===== config.mk =====
export PLATFORM = sky130hd
export DESIGN_NAME = callret_seq
export DESIGN_NICKNAME = d
export VERILOG_FILES = /design/src/rtl/callret_pkg.sv /design/src/rtl/callret_flow.sv /design/src/rtl/callret_stack.sv /design/src/rtl/callret_seq.sv
export SDC_FILE = /design/constraint.sdc
export NUM_CORES = 1
export LEC_CHECK = 0
export ABC_AREA = 1
export BUFFER_PORTS_ARGS = -buffer_cell sky130_fd_sc_hd__clkbuf_2
export CORE_MARGIN = 8
export CORE_UTILIZATION = 50
export CTS_BUF_LIST = sky130_fd_sc_hd__clkbuf_4
export CTS_CLUSTER_SIZE = 20
export DETAILED_ROUTE_END_ITERATION = 8
export PLACE_DENSITY = 0.89
export SETUP_SLACK_MARGIN = 0.4
export SLEW_MARGIN = 20
export SYNTH_ARGS = -nofsm -noshare
export SYNTH_HDL_FRONTEND = slang
export SYNTH_SLANG_ARGS = --single-unit

===== constraint.sdc =====
create_clock -name clk -period 2.95 [get_ports clk]
set_input_delay 0 -clock clk [delete_from_list [all_inputs] [get_ports clk]]
set_output_delay 0 -clock clk [all_outputs]
set_load 0.01 [all_outputs]

===== src/rtl/callret_pkg.sv =====
// Shared op codes and stack-controller states for the call/return sequencer.
// Assumes a 3-bit operation field.
package callret_pkg;
    localparam logic [2:0] OP_STEP   = 3'd0;
    localparam logic [2:0] OP_BRANCH = 3'd1;
    localparam logic [2:0] OP_CALL   = 3'd2;
    localparam logic [2:0] OP_RET    = 3'd3;
    localparam logic [2:0] OP_SPILL  = 3'd4;
    localparam logic [2:0] OP_RELOAD = 3'd5;

    typedef enum logic [1:0] {
        ST_IDLE  = 2'd0,
        ST_WRITE = 2'd1,
        ST_READ  = 2'd2
    } stk_state_e;
endpackage


===== src/rtl/callret_flow.sv =====
// Next-PC selector for the non-memory operations (step, branch, call, return).
// Purely combinational. Assumes byte addressing with AW/8-byte words.
module callret_flow
    import callret_pkg::*;
#(
    parameter int AW = 32
) (
    input  logic [2:0]    op,
    input  logic          cond,
    input  logic [AW-1:0] target,
    input  logic [AW-1:0] pc,
    input  logic [AW-1:0] link,
    output logic [AW-1:0] flow_pc,
    output logic [AW-1:0] ret_addr,
    output logic          is_mem_op
);
    localparam logic [AW-1:0] WORD_B = AW'(AW / 8);

    // Choose the next PC for the operation and form the return address.
    always_comb begin
        ret_addr = pc + WORD_B;
        flow_pc  = ret_addr;
        case (op)
            OP_BRANCH: if (cond) flow_pc = target;
            OP_CALL:   flow_pc = target;
            OP_RET:    flow_pc = link;
            default:   flow_pc = ret_addr;
        endcase
        is_mem_op = (op == OP_SPILL) || (op == OP_RELOAD);
    end
endmodule


===== src/rtl/callret_stack.sv =====
// Stack pointer and memory-port controller for spilling and reloading the link
// register. The stack grows downward. A spill pre-decrements the pointer and a
// reload post-increments it. Assumes start_* pulses arrive only while idle.
module callret_stack
    import callret_pkg::*;
#(
    parameter int            AW          = 32,
    parameter logic [AW-1:0] STACK_TOP   = 32'h0000_1000,
    parameter logic [AW-1:0] STACK_LIMIT = 32'h0000_0800
) (
    input  logic          clk,
    input  logic          rst_n,
    input  logic          start_push,
    input  logic          start_pop,
    input  logic [AW-1:0] link_in,
    input  logic [AW-1:0] mem_rdata,
    input  logic          mem_done,
    output logic [AW-1:0] sp,
    output logic          busy,
    output logic          step,
    output logic          pop_load,
    output logic [AW-1:0] pop_data,
    output logic          overflow,
    output logic          mem_req,
    output logic          mem_we,
    output logic [AW-1:0] mem_addr,
    output logic [AW-1:0] mem_wdata
);
    localparam logic [AW-1:0] WORD_B     = AW'(AW / 8);
    localparam logic [AW-1:0] PUSH_FLOOR = STACK_LIMIT + WORD_B;

    stk_state_e    state;
    logic [AW-1:0] wdata_q;
    logic          room;

    // Room check: a spill may proceed only if sp - word stays at or above the limit.
    assign room = (sp >= PUSH_FLOOR);

    // Sequence the spill/reload accesses and keep the pointer and overflow flag.
    always_ff @(posedge clk) begin
        if (!rst_n) begin
            state    <= ST_IDLE;
            sp       <= STACK_TOP;
            overflow <= 1'b0;
            wdata_q  <= '0;
        end else begin
            case (state)
                ST_IDLE: begin
                    if (start_push) begin
                        if (room) begin
                            sp      <= sp - WORD_B;
                            wdata_q <= link_in;
                            state   <= ST_WRITE;
                        end else begin
                            overflow <= 1'b1;
                        end
                    end else if (start_pop) begin
                        state <= ST_READ;
                    end
                end
                ST_WRITE: if (mem_done) state <= ST_IDLE;
                ST_READ: begin
                    if (mem_done) begin
                        sp    <= sp + WORD_B;
                        state <= ST_IDLE;
                    end
                end
                default: state <= ST_IDLE;
            endcase
        end
    end

    // Drive the memory port and the completion strobes from the state.
    always_comb begin
        busy      = (state != ST_IDLE);
        mem_req   = busy;
        mem_we    = (state == ST_WRITE);
        mem_addr  = sp;
        mem_wdata = wdata_q;
        pop_load  = (state == ST_READ) && mem_done;
        pop_data  = mem_rdata;
        step      = (busy && mem_done) || ((state == ST_IDLE) && start_push && !room);
    end


    req_hold_chk: assert property (@(posedge clk) disable iff (!rst_n)
        (mem_req && !mem_done) |=> (mem_req && $stable(mem_addr) && $stable(mem_we)));


    sp_floor_chk: assert property (@(posedge clk) disable iff (!rst_n)
        sp >= STACK_LIMIT);


    ovf_sticky_chk: assert property (@(posedge clk) disable iff (!rst_n)
        overflow |=> overflow);


    pop_inc_chk: assert property (@(posedge clk) disable iff (!rst_n)
        (state == ST_READ && mem_done) |=> (sp == $past(sp) + WORD_B));
endmodule


===== src/rtl/callret_seq.sv =====
// Call/return program sequencer: holds the PC and link register. It accepts
// one operation per cycle when idle and hands spill/reload to the stack
// controller. Assumes the memory answers each request with one mem_done pulse.
module callret_seq
    import callret_pkg::*;
#(
    parameter int            AW          = 32,
    parameter logic [AW-1:0] RESET_PC    = 32'h0000_0000,
    parameter logic [AW-1:0] STACK_TOP   = 32'h0000_1000,
    parameter logic [AW-1:0] STACK_LIMIT = 32'h0000_0800
) (
    input  logic          clk,
    input  logic          rst_n,
    input  logic          op_valid,
    input  logic [2:0]    op,
    input  logic [AW-1:0] target,
    input  logic          cond,
    input  logic [AW-1:0] mem_rdata,
    input  logic          mem_done,
    output logic          mem_req,
    output logic          mem_we,
    output logic [AW-1:0] mem_addr,
    output logic [AW-1:0] mem_wdata,
    output logic [AW-1:0] pc,
    output logic [AW-1:0] link,
    output logic [AW-1:0] sp,
    output logic          busy,
    output logic          overflow
);
    localparam logic [AW-1:0] WORD_B = AW'(AW / 8);

    logic          accept, flow_take, start_push, start_pop;
    logic          step, pop_load, is_mem_op;
    logic [AW-1:0] flow_pc, ret_addr, pop_data;

    // Accept an offered operation only while no access is in flight.
    always_comb begin
        accept     = op_valid && !busy;
        flow_take  = accept && !is_mem_op;
        start_push = accept && (op == OP_SPILL);
        start_pop  = accept && (op == OP_RELOAD);
    end

    callret_flow #(.AW(AW)) u_flow (
        .op        (op),
        .cond      (cond),
        .target    (target),
        .pc        (pc),
        .link      (link),
        .flow_pc   (flow_pc),
        .ret_addr  (ret_addr),
        .is_mem_op (is_mem_op)
    );

    callret_stack #(
        .AW          (AW),
        .STACK_TOP   (STACK_TOP),
        .STACK_LIMIT (STACK_LIMIT)
    ) u_stack (
        .clk        (clk),
        .rst_n      (rst_n),
        .start_push (start_push),
        .start_pop  (start_pop),
        .link_in    (link),
        .mem_rdata  (mem_rdata),
        .mem_done   (mem_done),
        .sp         (sp),
        .busy       (busy),
        .step       (step),
        .pop_load   (pop_load),
        .pop_data   (pop_data),
        .overflow   (overflow),
        .mem_req    (mem_req),
        .mem_we     (mem_we),
        .mem_addr   (mem_addr),
        .mem_wdata  (mem_wdata)
    );

    // Update the PC from flow operations or on completion of a stack operation.
    always_ff @(posedge clk) begin
        if (!rst_n)         pc <= RESET_PC;
        else if (flow_take) pc <= flow_pc;
        else if (step)      pc <= pc + WORD_B;
    end

    // Load the link register on a call or when a reload's data arrives.
    always_ff @(posedge clk) begin
        if (!rst_n)                            link <= '0;
        else if (flow_take && op == OP_CALL)   link <= ret_addr;
        else if (pop_load)                     link <= pop_data;
    end


    busy_hold_chk: assert property (@(posedge clk) disable iff (!rst_n)
        (busy && !mem_done) |=> ($stable(pc) && $stable(link) && $stable(sp)));


    call_link_chk: assert property (@(posedge clk) disable iff (!rst_n)
        (op_valid && !busy && op == OP_CALL) |=> (link == $past(pc) + WORD_B && pc == $past(target)));


    idle_hold_chk: assert property (@(posedge clk) disable iff (!rst_n)
        (!op_valid && !busy) |=> ($stable(pc) && $stable(link) && $stable(sp)));
endmodule


==> results of run 1 <==
layout make-up:
cell class / count / area (um^2) / area share (%)
Timing Repair Buffer: 327 / 2080 / 18.9
Sequential cell: 129 / 2580 / 23.5
Clock inverter: 15 / 150 / 1.36
Clock buffer: 17 / 128 / 1.16
Multi-Input combinational cell: 1019 / 5240 / 47.6
Inverter: 138 / 536 / 4.86
Antenna cell: 2 / 5.00 / 0.0455
Tap cell: 225 / 282 / 2.56
Timing Repair inverter: 1 / 7.51 / 0.0682
flip-flops by register name, summed over array words and instances (netlist names):
name,count
pc,32
link,32
u_stack.mem_addr,30
u_stack.state,2
u_stack.overflow,1
u_stack.mem_wdata,32
cell usage after synthesis (2+ instances only):
master,n
sky130_fd_sc_hd__inv_1,128
sky130_fd_sc_hd__nor4_1,3
sky130_fd_sc_hd__clkbuf_1,29
sky130_fd_sc_hd__nor2_1,207
sky130_fd_sc_hd__clkinv_1,2
sky130_fd_sc_hd__a32oi_1,13
sky130_fd_sc_hd__o21bai_1,4
sky130_fd_sc_hd__nor2_4,2
sky130_fd_sc_hd__o21a_1,2
sky130_fd_sc_hd__buf_4,39
sky130_fd_sc_hd__a21o_1,2
sky130_fd_sc_hd__nor2_2,4
sky130_fd_sc_hd__a21oi_2,2
sky130_fd_sc_hd__o21ai_1,16
sky130_fd_sc_hd__nor3_2,2
sky130_fd_sc_hd__xnor2_1,14
sky130_fd_sc_hd__xor2_1,15
sky130_fd_sc_hd__dfxtp_1,129
sky130_fd_sc_hd__ha_1,35
sky130_fd_sc_hd__a31oi_1,5
sky130_fd_sc_hd__nand2_1,279
sky130_fd_sc_hd__and2_1,2
sky130_fd_sc_hd__o22ai_1,6
sky130_fd_sc_hd__nand2_2,2
sky130_fd_sc_hd__a22oi_1,2
sky130_fd_sc_hd__nand4_1,15
sky130_fd_sc_hd__o21ai_0,124
sky130_fd_sc_hd__nand3b_1,5
sky130_fd_sc_hd__or2_2,3
sky130_fd_sc_hd__or2_1,5
sky130_fd_sc_hd__inv_2,7
sky130_fd_sc_hd__buf_6,2
sky130_fd_sc_hd__nand3_1,71
sky130_fd_sc_hd__buf_2,20
sky130_fd_sc_hd__a21oi_1,140
sky130_fd_sc_hd__o211ai_1,4
sky130_fd_sc_hd__nor3_1,24
cell families (layout without fill, tap and decap cells):
kind of cell	Yosys count	count (layout)
AOI/OAI and AO/OA	322	323
adders and majority gates	36	36
buffers and inverters	228	498
and+or+nand+nor	627	627
other	1	6
DFF	129	129
xor gates and xnor gates	29	29
worst reg2reg max path, delay by kind of cell, from the launching register on:
family | cells | cell delay [ns]
DFF | 1 | 0.35
adders and majority gates | 2 | 0.61
and+or+nand+nor | 9 | 1.09
buffers and inverters | 3 | 0.37
worst min path at each step:
stage                  from                     to  slack [ns]  depth (start not counted)
6_report           mem_done  link[20]$_SDFFE_PN0P_        0.05                          5
2_1_floorplan  mem_rdata[5]   link[5]$_SDFFE_PN0P_        0.15                          2
4_1_cts            mem_done  link[10]$_SDFFE_PN0P_        0.02                          5
3_5_place_dp   mem_rdata[5]   link[5]$_SDFFE_PN0P_        0.26                          3
5_1_grt            mem_done   link[9]$_SDFFE_PN0P_        0.06                          5
3_3_place_gp   mem_rdata[5]   link[5]$_SDFFE_PN0P_        0.26                          3
routing by layer:
metal / track usage [%] / up-vias / wire length (um)
met5: 0 / - / 0
met4: 17.4 / 0 / 1900
met3: 8.96 / 186 / 3940
met2: 50.8 / 734 / 16300
met1: 35.2 / 4886 / 12900
li1: - / 5024 / -
stage by stage:
stage | total power, mW | cell area (um^2) | hold WS [ns] | setup slack [ns]
finish | 13.0 | 11000 | 0.0544 | 0.433
global route | 14.1 | 11000 | 0.0622 | 0.282
CTS | 12.5 | 10800 | 0.0187 | 0.407
detailed placement | 11.1 | 9810 | 0.257 | 0.355
global placement | 11.1 | 9810 | 0.261 | 0.411
floorplan | 8.83 | 8720 | 0.154 | 0.413
what timing repair did:
action | in CTS | in global routing
endpoints found under the hold margin | 79 | 0
hold buffers | 71 | 0
pin swaps | 0 | 1
buffers inserted | 0 | 4
gates resized for setup | 3 | 43
setup endpoints to repair | 2 | 48
gates cloned | 0 | 2
power breakdown:
part	leakage, nW	internal (mW)	switching [mW]
combinational	4.00	3.16	5.74
clock	0.139	0.440	0.808
sequential	1.05	2.18	0.659
total	5.19	5.78	7.20
==> metrics.log, run 1 <==
INFO  metric cpLargestDelayFamily = simple AND/OR/NAND/NOR gates
INFO  metric placed_cells_incl_taps = 1762
INFO  metric worst_skew_pair.late_latency = 0.58 ns
INFO  metric synth_top_family_by_area = simple AND/OR/NAND/NOR gates
INFO  metric timing.max_cap.violations = 0
INFO  metric cp_slowest_stage_delay = 0.42 ns
INFO  metric layout_worst_path_cycle_share = 85.3%
INFO  metric cts_num_sinks = 129
INFO  metric routed-via-count = 10800
INFO  metric r2r_start = u_stack.state[0]$_SDFFE_PN0P_
INFO  metric mostFrequentLayoutCell = sky130_fd_sc_hd__nand2_1
INFO  metric max-vdd-ir-drop = 0.713 mV
INFO  metric synth_top_area_share = 29.7%
INFO  metric timing.clock.skew = 0.0295 ns
INFO  metric gpl.final_weighted_congestion = 0.976
INFO  metric synth_edf_count = 0
INFO  metric io_buffer_count = 231
INFO  metric r2r_end = u_stack.mem_addr[29]$_SDFFE_PN0P_
INFO  metric wl = 35100 um
INFO  metric reg2reg_slack = 0.43 ns
INFO  metric sequential_element_share_of_the_synthesized_area = 29.7%
INFO  metric async_flop_share = 0%
INFO  metric std_cell_rows = 48
INFO  metric rsz0062_at_grt = true
INFO  metric drt_first_pass_iters = 6
INFO  metric number_of_antenna_violations_at_the_first_check_in_global_routing = 2
INFO  metric synth-warning-count = 0
INFO  metric most_frequent_cells_in_the_layout = sky130_fd_sc_hd__nand2_1, sky130_fd_sc_hd__clkbuf_2, sky130_fd_sc_hd__nor2_1, sky130_fd_sc_hd__a21oi_1, sky130_fd_sc_hd__dfxtp_1
INFO  metric path_class = reg -> reg
INFO  metric cts_root_buf = sky130_fd_sc_hd__clkbuf_4
INFO  metric synth-xor-area-share = 2.93%
INFO  metric die_h = 148 um
INFO  metric cp.depth = 14
INFO  metric cp_max_fo = 33
INFO  metric status = complete, no violations
INFO  metric htree_levels = 4
INFO  metric power.static_leakage = 5.19 nW
INFO  metric synthMuxAreaShare = 0%
INFO  metric area_growth = 26.8%
INFO  metric ctsLongestPathBuffers = 2
INFO  metric floorplan.initialDensity = 50.7%
INFO  metric num-nets-final = 1741
INFO  metric netlist.top_cell.by_area = sky130_fd_sc_hd__dfxtp_1
INFO  metric worst_setup_path_end_kind = flop
INFO  metric critical_path_sink = u_stack.mem_addr[29]$_SDFFE_PN0P_
INFO  metric grt_remaining_overflow = 0
INFO  metric post_synth_num_cell_types = 45
INFO  metric tightestPinTransition = 0.841 ns
INFO  metric synth_area_per_cell = 6.33 um^2
INFO  metric pin_count = 236
INFO  metric synth_fa_ha_area_share = 5.27%
INFO  metric maxClockFrequency = 0.397 GHz
INFO  metric required = 3.41 ns
INFO  metric fillers = 1512
INFO  metric design.core.area = 17100 um^2
INFO  metric final_util = 64.3%
INFO  metric post_syn_area = 8680 um^2
INFO  metric track_usage = 30.8%
INFO  metric hpwlAfterDp = 24200 um
INFO  metric grt_pass1_wl = 54300 um
INFO  metric pin_count_of_the_biggest_net_entering_global_routing = 90
INFO  metric floorplan.die_area = 21800 um^2
INFO  metric post_layout_nonfiller_instances = 1873
INFO  metric route.detailed.wl_per_inst = 18.7 um
INFO  metric post_synth_and_or_nand_nor_area_fraction = 30.1%
INFO  metric crit_start = u_stack.state[0]$_SDFFE_PN0P_
INFO  metric routed_via_density = 5.78
INFO  metric cp_num_buf_inv = 3
INFO  metric postSynthRegisterBits = 129
INFO  metric worstPathCellList = inv_2, ha_4, clkinvlp_4, buf_12, ha_2, nand2_1, nor2_1, nand2_1, nor4_2, nand2_2, nand3_1, nand2_1, nor2_1, nor2_1
INFO  metric initialDrtViolationCount = 1134
INFO  metric fraction_of_layout_cells_with_a_size_suffix_above_1 = 21.4%
INFO  metric worst_setup_path_start_kind = flop
INFO  metric first_global_vias = 10500
INFO  metric timing.final.setup_violations = 0
INFO  metric rr_worst_depth = 14
INFO  metric detail_route.drc_violations = 0
INFO  metric p_per_area = 1180 nW/um^2
INFO  metric numCtsBuffers = 17
INFO  metric compound_cell_area_share_of_the_yosys_netlist = 19.8%
INFO  metric max_slew_margin = 44.0%
INFO  metric timing.final.hold_violations = 0
INFO  metric post_synth_main_area_contributors = sky130_fd_sc_hd__dfxtp_1, sky130_fd_sc_hd__nand2_1, sky130_fd_sc_hd__nor2_1, sky130_fd_sc_hd__a21oi_1, sky130_fd_sc_hd__o21ai_0
INFO  metric critPathSlowestCell = sky130_fd_sc_hd__ha_2
INFO  metric die_width = 148 um
INFO  metric tritoncts_clock_tree = built
INFO  metric cts.clk_slew.worst_paths = 0.14 ns
INFO  metric detail-route-antenna-nets = 0
INFO  metric hp-class = in -> reg
INFO  metric final-max-slew-violation-count = 0
INFO  metric arrival = 2.98 ns
INFO  metric final_period_minus_worst_setup_slack = 2.52 ns
INFO  metric timing.setup.tns = 0 ns
INFO  metric cell_count_after_synthesis = 1372
INFO  metric synthFlopType = sky130_fd_sc_hd__dfxtp_1
Power figures use the tool's default switching activity.
==> inputs of run 2 (changes only) <==
BUFFER_PORTS_ARGS = -buffer_cell sky130_fd_sc_hd__buf_2   (was -buffer_cell sky130_fd_sc_hd__clkbuf_2)
==> run 2 against run 1 <==
Critical path depth stayed put. Global-route usage is 0.99 points lower. Fmax is 0.55% higher. Sequential share of layout area is 0.96 points lower. Cell count is 0.21% higher. Final area is 4.4% higher. Wire length is 0.27% lower. Utilization is 2.8 points higher. Critical path type unchanged.
==> metrics.log, run 2 (synthesized netlist as in run 1, its figures left out) <==
INFO  metric critical_path_sink = u_stack.mem_addr[22]$_SDFFE_PN0P_
INFO  metric design.core.area = 17100 um^2
INFO  metric pin_count_of_the_biggest_net_entering_global_routing = 90
INFO  metric timing.final.hold_violations = 0
INFO  metric num-nets-final = 1744
INFO  metric track_usage = 29.8%
INFO  metric cts_root_buf = sky130_fd_sc_hd__clkbuf_4
INFO  metric p_per_area = 1260 nW/um^2
INFO  metric pwr-share-seq = 20.1%
INFO  metric number_of_antenna_violations_at_the_first_check_in_global_routing = 1
INFO  metric layout_worst_path_cycle_share = 84.9%
INFO  metric arrival = 2.98 ns
INFO  metric combinational_power_share = 70.9%
INFO  metric floorplan.die_area = 21800 um^2
INFO  metric mostFrequentLayoutCell = sky130_fd_sc_hd__nand2_1
INFO  metric timing.setup.tns = 0 ns
INFO  metric internal_power_contribution = 6.67 mW
INFO  metric rr_worst_depth = 14
INFO  metric most_frequent_cells_in_the_layout = sky130_fd_sc_hd__nand2_1, sky130_fd_sc_hd__buf_2, sky130_fd_sc_hd__nor2_1, sky130_fd_sc_hd__a21oi_1, sky130_fd_sc_hd__dfxtp_1
INFO  metric holdCritStartpoint = op[2]
INFO  metric pwr-share-clk = 9.1%
INFO  metric cp_slowest_stage_delay = 0.35 ns
INFO  metric route.detailed.wl_per_inst = 18.6 um
INFO  metric htree_levels = 4
INFO  metric placed_cells_incl_taps = 1758
INFO  metric timing.final.setup_violations = 0
INFO  metric critPathSlowestCell = sky130_fd_sc_hd__dfxtp_2
INFO  metric power.static_leakage = 5.40 nW
INFO  metric r2r_start = u_stack.state[0]$_SDFFE_PN0P_
INFO  metric die_width = 148 um
INFO  metric first_global_vias = 10400
INFO  metric pin_count = 236
INFO  metric final_period_minus_worst_setup_slack = 2.50 ns
INFO  metric io_buffer_count = 231
INFO  metric die_h = 148 um
INFO  metric cp_max_fo = 8
INFO  metric area_growth = 32.4%
INFO  metric timing.max_cap.violations = 0
INFO  metric cts_num_sinks = 129
INFO  metric max-vdd-ir-drop = 0.712 mV
INFO  metric r2r_end = u_stack.mem_addr[22]$_SDFFE_PN0P_
INFO  metric worst_setup_path_start_kind = flop
INFO  metric worst_setup_path_end_kind = flop
INFO  metric grt_remaining_overflow = 0
INFO  metric switching_share = 53.8%
INFO  metric grt_pass1_wl = 52300 um
INFO  metric drt_first_pass_iters = 8
INFO  metric tritoncts_clock_tree = built
INFO  metric max_slew_margin = 43.7%
INFO  metric hpwlAfterDp = 23600 um
INFO  metric worstPathCellList = inv_2, ha_4, clkinvlp_4, buf_6, ha_1, nand2_2, nor2_2, inv_1, nor2_2, nand3_1, nand3b_1, nor2_1, o21ai_0, inv_1
INFO  metric final-max-slew-violation-count = 0
INFO  metric initialDrtViolationCount = 1076
INFO  metric reg2reg_slack = 0.45 ns
INFO  metric cts.clk_slew.worst_paths = 0.12 ns
INFO  metric numCtsBuffers = 17
INFO  metric routed-via-count = 11000
INFO  metric hp-class = in -> reg
INFO  metric std_cell_rows = 48
INFO  metric path_class = reg -> reg
INFO  metric rsz0062_at_grt = true
INFO  metric maxClockFrequency = 0.399 GHz
INFO  metric floorplan.initialDensity = 50.7%
INFO  metric worst_skew_pair.late_latency = 0.59 ns
INFO  metric ctsLongestPathBuffers = 2
INFO  metric routed_via_density = 5.85
INFO  metric p_sw = 7.77 mW
INFO  metric gpl.final_weighted_congestion = 0.966
INFO  metric tightestPinTransition = 0.844 ns
INFO  metric crit_start = u_stack.state[0]$_SDFFE_PN0P_
INFO  metric detail_route.drc_violations = 0
INFO  metric wl = 35000 um
INFO  metric detail-route-antenna-nets = 0
INFO  metric post_layout_nonfiller_instances = 1877
INFO  metric fraction_of_layout_cells_with_a_size_suffix_above_1 = 25.3%
INFO  metric timing.clock.skew = 0.0280 ns
INFO  metric status = complete, no violations
INFO  metric required = 3.43 ns
==> run 2: cell types whose count changed in the layout (fill, tap and decap cells not counted), moves of 12 or more <==
cell / change
sky130_fd_sc_hd__clkbuf_2: -231
sky130_fd_sc_hd__nand2_1: -14
sky130_fd_sc_hd__nand2_2: +12
sky130_fd_sc_hd__ha_1: -15
sky130_fd_sc_hd__ha_4: +20
sky130_fd_sc_hd__buf_2: +231
==> run 2: per-stage QoR <==
step	util [%]	power [mW]	hold WS [ns]	instance area [um^2]	setup WS, ns
floorplan	-	8.83	0.154	8720	0.413
global placement	57.2	10.9	0.254	9800	0.448
detailed placement	57.2	11.0	0.259	9800	0.397
CTS	63.0	12.4	0.00232	10800	0.405
global route	67.1	15.6	0.0245	11500	0.309
finish	67.1	14.4	0.0319	11500	0.447
==> run 2: repair_timing <==
action,in CTS,in global routing
setup buffers,0,11
pin swaps,0,18
cloned,0,4
hold buffers,69,0
resized for setup,1,120
setup endpoints to repair,1,19
endpoints found under the hold margin,66,0
==> run 2: metal layers <==
layer / up-vias / track usage (%) / routed length (um)
li1: 5021 / - / -
met1: 4966 / 34.0 / 12400
met2: 795 / 48.9 / 16500
met3: 192 / 8.62 / 4110
met4: 0 / 17.9 / 1990
met5: - / 0 / 0
==> run 2: worst min path at each step <==
stage	cells past startpoint	end
4_1_cts	5	u_stack.overflow$_SDFFE_PN0P_
3_5_place_dp	3	link[5]$_SDFFE_PN0P_
2_1_floorplan	2	link[5]$_SDFFE_PN0P_
5_1_grt	5	u_stack.overflow$_SDFFE_PN0P_
6_report	5	u_stack.overflow$_SDFFE_PN0P_
3_3_place_gp	3	link[5]$_SDFFE_PN0P_
==> run 2: critical path: cells and delay by family (launching register included) <==
family                   cells  cell delay (ns)
adder cells (fa/ha/maj)      2             0.49
flip-flops                   1             0.35
buffers and inverters        5             0.65
AND/OR/NAND/NOR              6             0.77
AO/OA/AOI/OAI                1             0.15
==> run 2: layout make-up <==
| class | count | area, um^2 |
|---|---|---|
| clock inverter | 15 | 160 |
| multi-input combinational | 1018 | 5630 |
| inverter | 138 | 524 |
| clock buffer | 17 | 128 |
| tap | 225 | 282 |
| timing repair buffer | 332 | 2170 |
| fill | 1401 | 5630 |
| sequential | 129 | 2580 |
| antenna | 3 | 7.51 |
==> run 2: power groups by stage <==
stage | clock network, mW | logic, mW | registers, mW
floorplan | 0 | 6.00 | 2.83
global placement | 0 | 8.08 | 2.81
detailed placement | 0 | 8.14 | 2.83
CTS | 1.30 | 8.28 | 2.79
global route | 1.38 | 11.2 | 2.95
finish | 1.31 | 10.2 | 2.90
